**config.mk**
```make
export PLATFORM = sky130hd
export DESIGN_NAME = bus_arbiter
export DESIGN_NICKNAME = d
export VERILOG_FILES = /design/src/rtl/arb_pkg.sv /design/src/rtl/arb_pick.sv /design/src/rtl/arb_split_track.sv /design/src/rtl/arb_burst_track.sv /design/src/rtl/bus_arbiter.sv
export SDC_FILE = /design/constraint.sdc
export NUM_CORES = 1
export LEC_CHECK = 0
export BUFFER_PORTS_ARGS = -buffer_cell sky130_fd_sc_hd__clkbuf_2
export CELL_PAD_IN_SITES_DETAIL_PLACEMENT = 0
export CELL_PAD_IN_SITES_GLOBAL_PLACEMENT = 2
export CORE_ASPECT_RATIO = 1.25
export CORE_MARGIN = 2
export CORE_UTILIZATION = 29
export CTS_CLUSTER_DIAMETER = 150
export CTS_CLUSTER_SIZE = 14
export DETAILED_ROUTE_END_ITERATION = 12
export GPL_ROUTABILITY_DRIVEN = 0
export PLACE_DENSITY_LB_ADDON = 0.3
export SYNTH_ARGS = -nofsm -noshare
export SYNTH_HDL_FRONTEND = slang
export SYNTH_SLANG_ARGS = --single-unit
export TNS_END_PERCENT = 50
```
**constraint.sdc**
```tcl
create_clock -name clk_i -period 2.55 [get_ports clk_i]
set_input_delay 0 -clock clk_i [delete_from_list [all_inputs] [get_ports clk_i]]
set_output_delay 0 -clock clk_i [all_outputs]
set_load 0.1 [all_outputs]
```
**src/rtl/arb_pkg.sv**
```systemverilog
package arb_pkg;
  typedef enum logic [1:0] {TR_IDLE = 2'b00, TR_BUSY = 2'b01, TR_NONSEQ = 2'b10, TR_SEQ = 2'b11} trans_e;
  typedef enum logic [1:0] {RS_OKAY = 2'b00, RS_ERROR = 2'b01, RS_RETRY = 2'b10, RS_SPLIT = 2'b11} resp_e;

  localparam int BEAT_W = 5;

  // burst length from the burst code; SINGLE and INCR report one beat (no hold)
  function automatic logic [BEAT_W-1:0] burst_len(input logic [2:0] code);
    case (code[2:1])
      2'b01:   return BEAT_W'(4);
      2'b10:   return BEAT_W'(8);
      2'b11:   return BEAT_W'(16);
      default: return BEAT_W'(1);
    endcase
  endfunction
endpackage

```
**src/rtl/arb_pick.sv**
```systemverilog
module arb_pick #(
  parameter int N_MST = 4,
  parameter int IW    = 2
) (
  input  logic [N_MST-1:0] elig_i,
  output logic [IW-1:0]    idx_o,
  output logic             any_o
);
  // descending scan: lowest set index is written last and wins
  always_comb begin
    idx_o = '0;
    any_o = 1'b0;
    for (int i = N_MST - 1; i >= 0; i--) begin
      if (elig_i[i]) begin
        idx_o = IW'(i);
        any_o = 1'b1;
      end
    end
  end
endmodule

```
**src/rtl/arb_split_track.sv**
```systemverilog
module arb_split_track #(
  parameter int N_MST = 4,
  parameter int IW    = 2
) (
  input  logic             clk_i,
  input  logic             rst_ni,
  input  logic [N_MST-1:0] resume_i,
  input  logic             park_i,
  input  logic [IW-1:0]    victim_i,
  output logic [N_MST-1:0] parked_o,
  output logic [N_MST-1:0] block_o
);
  logic [N_MST-1:0] mask_q, victim_oh;

  assign victim_oh = park_i ? (N_MST'(1) << victim_i) : '0;
  // resume opens a slot this edge; a new park on the same master wins
  assign block_o   = (mask_q & ~resume_i) | victim_oh;
  assign parked_o  = mask_q;

  always_ff @(posedge clk_i or negedge rst_ni) begin
    if (!rst_ni) mask_q <= '0;
    else         mask_q <= block_o;
  end
endmodule

```
**src/rtl/arb_burst_track.sv**
```systemverilog
module arb_burst_track
  import arb_pkg::*;
(
  input  logic       clk_i,
  input  logic       rst_ni,
  input  logic       ready_i,
  input  logic [1:0] trans_i,
  input  logic [2:0] burst_i,
  input  logic       abort_i,
  output logic       hold_o
);
  logic [BEAT_W-1:0] left_q, len;
  trans_e            tr;

  assign tr     = trans_e'(trans_i);
  assign len    = burst_len(burst_i);
  assign hold_o = (left_q != '0) || (tr == TR_NONSEQ && len > BEAT_W'(1));

  always_ff @(posedge clk_i or negedge rst_ni) begin
    if (!rst_ni) begin
      left_q <= '0;
    end else if (abort_i) begin
      left_q <= '0;
    end else if (ready_i) begin
      if (tr == TR_NONSEQ)                  left_q <= len - BEAT_W'(1);
      else if (tr == TR_SEQ && left_q != '0) left_q <= left_q - BEAT_W'(1);
    end
  end
endmodule

```
**src/rtl/bus_arbiter.sv**
```systemverilog
module bus_arbiter
  import arb_pkg::*;
#(
  parameter int N_MST = 4,
  localparam int IW   = (N_MST > 1) ? $clog2(N_MST) : 1
) (
  input  logic             clk_i,
  input  logic             rst_ni,
  input  logic [N_MST-1:0] req_i,
  input  logic [N_MST-1:0] lock_i,
  input  logic [1:0]       trans_i,
  input  logic [2:0]       burst_i,
  input  logic [1:0]       resp_i,
  input  logic             ready_i,
  input  logic [N_MST-1:0] split_resume_i,
  output logic [N_MST-1:0] grant_o,
  output logic [IW-1:0]    addr_owner_o,
  output logic [IW-1:0]    data_owner_o
);
  logic [IW-1:0]    grant_idx_q, addr_idx_q, data_idx_q, pick_idx;
  logic [N_MST-1:0] block, parked, elig;
  logic             pick_any, park_now, abort, burst_hold, lock_hold;
  resp_e            rs;

  assign rs       = resp_e'(resp_i);
  assign park_now = (rs == RS_SPLIT);
  assign abort    = (rs == RS_SPLIT) || (rs == RS_RETRY);

  arb_split_track #(.N_MST(N_MST), .IW(IW)) u_split (
    .clk_i    (clk_i),
    .rst_ni   (rst_ni),
    .resume_i (split_resume_i),
    .park_i   (park_now),
    .victim_i (data_idx_q),
    .parked_o (parked),
    .block_o  (block)
  );

  arb_burst_track u_burst (
    .clk_i   (clk_i),
    .rst_ni  (rst_ni),
    .ready_i (ready_i),
    .trans_i (trans_i),
    .burst_i (burst_i),
    .abort_i (abort),
    .hold_o  (burst_hold)
  );

  assign elig = req_i & ~block;

  arb_pick #(.N_MST(N_MST), .IW(IW)) u_pick (
    .elig_i (elig),
    .idx_o  (pick_idx),
    .any_o  (pick_any)
  );

  assign lock_hold = lock_i[grant_idx_q];

  always_ff @(posedge clk_i or negedge rst_ni) begin
    if (!rst_ni) begin
      grant_idx_q <= '0;
    end else if (abort || !(lock_hold || burst_hold)) begin
      grant_idx_q <= pick_any ? pick_idx : '0;
    end
  end

  always_ff @(posedge clk_i or negedge rst_ni) begin
    if (!rst_ni) begin
      addr_idx_q <= '0;
      data_idx_q <= '0;
    end else if (ready_i) begin
      addr_idx_q <= grant_idx_q;
      data_idx_q <= addr_idx_q;
    end
  end

  assign grant_o      = N_MST'(1) << grant_idx_q;
  assign addr_owner_o = addr_idx_q;
  assign data_owner_o = data_idx_q;

  logic unused_parked;
  assign unused_parked = ^parked;
endmodule

```
Word level (Yosys, flattened, before mapping)
Index checks and enable logic that the tools add are counted.
W data, S select, Z words.
{"block": "word_totals", "ff_bits": 15, "input_bits": 22, "output_inout_bits": 8, "wordCells": 51}
{"block": "op_classes", "n_addsub": 2, "n_lt_le_gt_ge": 2, "eq_ne": 7, "shift": 2, "mux": 17, "bitwise": 5, "reduce_logical": 11}
{"cell": "$mux W5", "n": 4}
{"cell": "$pmux W5 S3", "n": 1}
{"cell": "$eq A2 B2 Y1 const B", "n": 6}
{"cell": "$mux W2", "n": 5}
{"cell": "$sub A5 B1 Y5 const B", "n": 2}
{"cell": "$and A4 B4 Y4", "n": 2}
{"cell": "$not A4 Y4", "n": 2}
{"cell": "$shl A1 B2 Y4 const A", "n": 2}
{"cell": "$gt A5 B1 Y1 const B", "n": 1}
{"cell": "$mux W1", "n": 5}
{"cell": "$reduce_bool A5 Y1", "n": 1}
{"cell": "$logic_or A1 B1 Y1", "n": 4}
{"cell": "$mux W4", "n": 1}
{"cell": "$or A4 B4 Y4", "n": 1}
{"cell": "$lt A2 B3 Y1 const B", "n": 1}
{"cell": "$reduce_bool A3 Y1", "n": 1}
{"cell": "$bmux W1 S2", "n": 1}
{"cell": "$eq A2 B1 Y1 const B", "n": 1}
{"cell": "$logic_and A1 B1 Y1", "n": 2}
{"cell": "$reduce_and A2 Y1", "n": 1}
{"cell": "$reduce_bool A2 Y1", "n": 1}
{"cell": "$logic_not A1 Y1", "n": 1}

Depth between registers and ports, before layout
{"block": "logic_depth", "word_depth": 10, "mapped_depth": 6, "ltp_nobuf": 6}

Modules after synthesis
Synthesis repeated with hierarchy kept, for this count alone.
{"block": "unflattened", "cells_unflattened": 96, "hier_area_um2": 939.7}
{"mod": "arb_burst_track", "n_inst": 1, "cells_per_inst": 39, "area_per_inst_um2": 376.6, "seq_area_each_um2": 125.1}
{"mod": "bus_arbiter", "n_inst": 1, "cells_per_inst": 34, "area_per_inst_um2": 360.3, "seq_area_each_um2": 150.1}
{"mod": "arb_split_track", "n_inst": 1, "cells_per_inst": 16, "area_per_inst_um2": 167.7, "seq_area_each_um2": 100.1}
{"mod": "arb_pick", "n_inst": 1, "cells_per_inst": 7, "area_per_inst_um2": 35.0, "seq_area_each_um2": 0.0}

Worst setup path before layout
Ideal clock, no wire load.
{"block": "synth_path", "kind": "flip-flop to flip-flop", "startpoint": "register data_idx_q[0] (netlist: data_owner_o[0])", "endpoint": "register grant_idx_q[1]", "setup_time_ps": 95, "arrival_time_ps": 1794, "required_ps": 2455, "path_slack_ps": 660, "stages_incl_launch_ff": 5, "path_buffers": 0, "synth_period_minus_slack_ps": 1890, "path_cell_list": "dfrtp_1 > nand4b_1 > and3_1 > a211o_1 > o31ai_1"}
{"block": "synth_via", "elab_chain_cells": 10, "word_cells_on_any_way": 14, "classes_between": "1 x shift; 10 x mux; 3 x bitwise"}
{"item": "start: declaration", "line_no": "bus_arbiter.sv:20", "text": "logic [IW-1:0] grant_idx_q, addr_idx_q, data_idx_q, pick_idx;"}
{"item": "start signal: assignment", "line_no": "bus_arbiter.sv:73", "text": "data_idx_q <= addr_idx_q;"}
{"item": "$shl A1 B2 Y4 *", "line_no": "arb_split_track.sv:15", "text": "assign victim_oh = park_i ? (N_MST'(1) << victim_i) : '0;"}
{"item": "$mux W4 *", "line_no": "arb_split_track.sv:15"}
{"item": "$or A4 B4 Y4 *", "line_no": "arb_split_track.sv:17", "text": "assign block_o = (mask_q & ~resume_i) | victim_oh;"}
{"item": "$not A4 Y4 *", "line_no": "bus_arbiter.sv:49", "text": "assign elig = req_i & ~block;"}
{"item": "$and A4 B4 Y4 *", "line_no": "bus_arbiter.sv:49"}
{"item": "$mux W2 or $mux W1 (tied branches) (4 in a row)", "line_no": "arb_pick.sv:14", "text": "if (elig_i[i]) begin"}
{"item": "$mux W2 *", "line_no": "bus_arbiter.sv:63", "text": "grant_idx_q <= pick_any ? pick_idx : '0;"}
{"item": "end signal: assignment", "line_no": "bus_arbiter.sv:63"}
{"item": "end: declaration", "line_no": "bus_arbiter.sv:20"}
Mark *: on every way between the ends. The rest lies on a longest branch, timed or not.
A chain may end at the register's enable or synchronous reset.

Worst setup path after layout
{"block": "layout_path", "startpoint": "register u_burst.left_q[0]", "endpoint": "register grant_idx_q[1]"}
{"block": "layout_via", "elab_chain_cells": 5}
{"item": "start: declaration", "line_no": "arb_burst_track.sv:12", "text": "logic [BEAT_W-1:0] left_q, len;"}
{"item": "start signal: assignment", "line_no": "arb_burst_track.sv:25", "text": "if (tr == TR_NONSEQ) left_q <= len - BEAT_W'(1);"}
{"item": "start signal: assignment", "line_no": "arb_burst_track.sv:26", "text": "else if (tr == TR_SEQ && left_q != '0) left_q <= left_q - BEAT_W'(1);"}
{"item": "$reduce_bool A5 Y1", "line_no": "arb_burst_track.sv:17", "text": "assign hold_o = (left_q != '0) || (tr == TR_NONSEQ && len > BEAT_W'(1));"}
{"item": "$logic_or A1 B1 Y1", "line_no": "arb_burst_track.sv:17"}
{"item": "$logic_or A1 B1 Y1", "line_no": "bus_arbiter.sv:62", "text": "end else if (abort || !(lock_hold || burst_hold)) begin"}
{"item": "$logic_not A1 Y1", "line_no": "bus_arbiter.sv:62"}
{"item": "$logic_or A1 B1 Y1", "line_no": "bus_arbiter.sv:62"}
No other way between the ends.

==> flow_metrics.py <==
metrics = {
    "power": {
        "comb_power_share_pct": 50.7,
        "total_power_mw": 0.939,
        "p_int_mw": 0.460,
        "switching_share_pct": 51.0,
        "seqPwrFrac_pct": 35.3,
        "pwr-share-clk_pct": 14.1,
        "p_leak_nw": 0.523,
        "power_density_nw_per_um2": 859,
        "p_sw_mw": 0.478,
        "peakVddDrop_v": 0.000534,
    },
    "yosys": {
        "synth_cell_types": 35,
        "synth_edf_count": 0,
        "synth_seq_cells": 15,
        "synth-async-reset-ratio_pct": 100,
        "synthFlopType": "dfrtp_1",
        "yosys_warnings": 0,
        "netlist_instances": 87,
        "netlist_area_um2": 876,
        "ys_seq_area_share_pct": 42.9,
        "synth_nets": 110,
        "avgSynthCellArea_um2": 10.1,
    },
    "sta": {
        "finalMaxSlewViolations": 0,
        "relSlewSlack_pct": 62.0,
        "hold_violations": 0,
        "finalSetupTns_ns": 0,
        "min_period_ns": 2.04,
        "grt_setup_unrepaired": "no",
        "tightest_slew_ns": 0.569,
        "period_share_pct": 79.8,
        "skew_ns": 0.00700,
        "whs_ns": 0.0171,
        "setup_violations": 0,
        "clock.fmax_mhz": 491,
    },
    "critical_path": {
        "crit_path_start_kind": "flip-flop",
        "worstPathArrival_ns": 2.23,
        "cp.required_ns": 2.74,
        "cp_max_fo": 4,
        "slowest_delay_ns": 0.48,
        "crit_family": "compound AO/OA/AOI/OAI gates",
        "worst_setup_path_end_kind": "flip-flop",
        "cp_slowest_cell": "or3b_2",
        "crit_chain": "inv_1 > ha_1 > or3b_2 > a2111o_1 > nor2b_4 > o31ai_1",
        "crit_buf_inv": 1,
        "setup.worst_path.class": "reg -> reg",
    },
    "layout": {
        "stdcell_area_um2": 1090,
        "finalNonFillerCells": 155,
        "diodes": 0,
        "num-nets-final": 143,
        "drive_gt1_share_pct": 32.8,
        "area_growth_syn_to_layout_pct": 24.7,
    },
    "floorplanning": {
        "io_pins": 30,
        "core_region_area_um2": 2920,
        "initial_core_util_pct": 30.0,
        "row_count": 22,
        "die_x_um": 53.2,
        "fp.dieH_um": 65.4,
        "die_area_um2": 3480,
    },
    "hold_path": {
        "worst_hold_path_type": "in -> reg",
    },
    "global_route": {
        "grt_max_degree": 16,
        "grt_pass1_vias": 725,
        "overflow": 0,
        "track_usage_pct": 12.1,
        "grt_antenna_before_repair": 0,
        "grt_pass1_wl_mm": 3.11,
    },
    "clock_tree": {
        "cts_tree": "done",
        "cts_resized": 0,
        "cts-hold-fix-buffers": 2,
        "clk_latency_ns": 0.28,
        "cts_buffer_depth": 2,
        "htree_levels": 1,
        "path_clk_slew_ns": 0.09,
        "postCtsSetupBuffers": 0,
        "numCtsBuffers": 3,
        "cts_root_buffer": "clkbuf_4",
        "cts.sinks": 15,
    },
    "detailed_routing": {
        "routedWlPerCell_um": 12.2,
        "vias": 780,
        "drcViolationCount": 0,
        "drtIter0Drc": 5,
        "first_pass_iters": 4,
        "drt_wl_total_mm": 1.89,
        "routed_via_density": 5.03,
        "ant_nets": 0,
    },
    "place": {
        "dp.cells": 149,
        "numPortBuffers": 28,
        "placed_cell_area_um2": 1050,
        "hpwlAfterDp_mm": 1.57,
    },
    "run_status": {
        "status": "finished clean",
    },
    "job": {
        "drv_cap": 0,
    },
}
==> cell type report <==
| class | count | area (um^2) |
|---|---|---|
| fill | 335 | 1830 |
| multi-input combinational | 68 | 478 |
| sequential | 15 | 375 |
| timing repair buffer | 30 | 160 |
| tap | 36 | 45.0 |
| clock buffer | 4 | 26.3 |
| inverter | 2 | 7.51 |
==> power by group through the flow <==
stage / registers, mW / logic [mW] / clock network, mW
2_1_floorplan: 0.469 / 0.253 / 0
6_report: 0.331 / 0.476 / 0.132
3_5_place_dp: 0.338 / 0.476 / 0
3_3_place_gp: 0.337 / 0.475 / 0
4_1_cts: 0.333 / 0.480 / 0.136
5_1_grt: 0.342 / 0.503 / 0.148
==> layout by cell type (no fill, tap or decap), types with 4 or more instances in the layout <==
| cell type | n |
|---|---|
| a21oi_1 | 6 |
| nor2_1 | 4 |
| clkbuf_2 | 28 |
| dfrtp_1 | 15 |
| mux2_2 | 4 |
| nand2b_1 | 4 |
| nand2_1 | 8 |
==> synthesized netlist by cell type (2+ instances only) <==
cell type / number / share of area, %
a21oi_1: 6 / 3.4
a31oi_1: 3 / 2.1
and2_1: 2 / 1.4
dfrtp_1: 15 / 43
inv_1: 2 / 0.86
mux2_2: 4 / 5.1
mux2i_1: 3 / 3.4
nand2_1: 8 / 3.4
nand2b_1: 4 / 2.9
nand3_1: 2 / 1.1
nand3b_1: 3 / 2.6
nand4b_1: 2 / 2.0
nor2_1: 4 / 1.7
nor2b_1: 3 / 2.1
nor3b_1: 2 / 1.7
o21ai_0: 3 / 1.7
o31ai_1: 3 / 2.6
==> metal layers <==
metal	GRT usage (%)	wire, um	share of wire [%]	up-vias
met3	2.05	78	4.1	4
met4	4.81	23	1.2	0
met1	14.1	777	41	372
li1	-	-	-	386
met5	0	0	0	-
met2	21.4	1010	54	18
==> through the flow <==
stage / setup WS (ns) / util [%]
finish: 0.515 / 37.4
CTS: 0.510 / 37.4
detailed placement: 0.528 / 35.8
global route: 0.369 / 37.4
global placement: 0.562 / 35.8
floorplan: 0.660 / -
==> final timing paths <==
path / startpoint / endpoint / slack (ns) / cells after the start
setup / recovery: u_burst.left_q[0] / grant_idx_q[1] / 0.51 / 6
hold / removal: split_resume_i[0] / u_split.parked_o[0] / 0.02 / 3
setup reg to reg: u_burst.left_q[0] / grant_idx_q[1] / 0.51 / 6
hold reg to reg: u_split.parked_o[1] / u_split.parked_o[1] / 0.49 / 2
max in group asynchronous: rst_ni / u_burst.left_q[4] / 2.13 / 2
min in group asynchronous: rst_ni / u_split.parked_o[3] / 0.15 / 2
==> registers in the layout (all words and copies together) (netlist names) <==
name and flops:
grant_idx_q 2, u_split.parked_o 4, u_burst.left_q 5, addr_owner_o 2, data_owner_o 2
==> logic make-up (layout without fill, tap and decap cells) <==
logic type,Yosys count,after routing,synth area share (%)
adders and majority gates,1,1,1.43
buffers and inverters,4,36,2.57
AOI/OAI and AO/OA,20,20,15.0
and+or+nand+nor,39,39,27.0
DFF,15,15,42.9
muxes,8,8,11.1
==> worst min-delay path: stages <==
cell,delay [ns]
clkbuf_2,0.07
nand2b_1,0.11
o31ai_1,0.07
No activity file was read; power rests on OpenSTA's default activity.
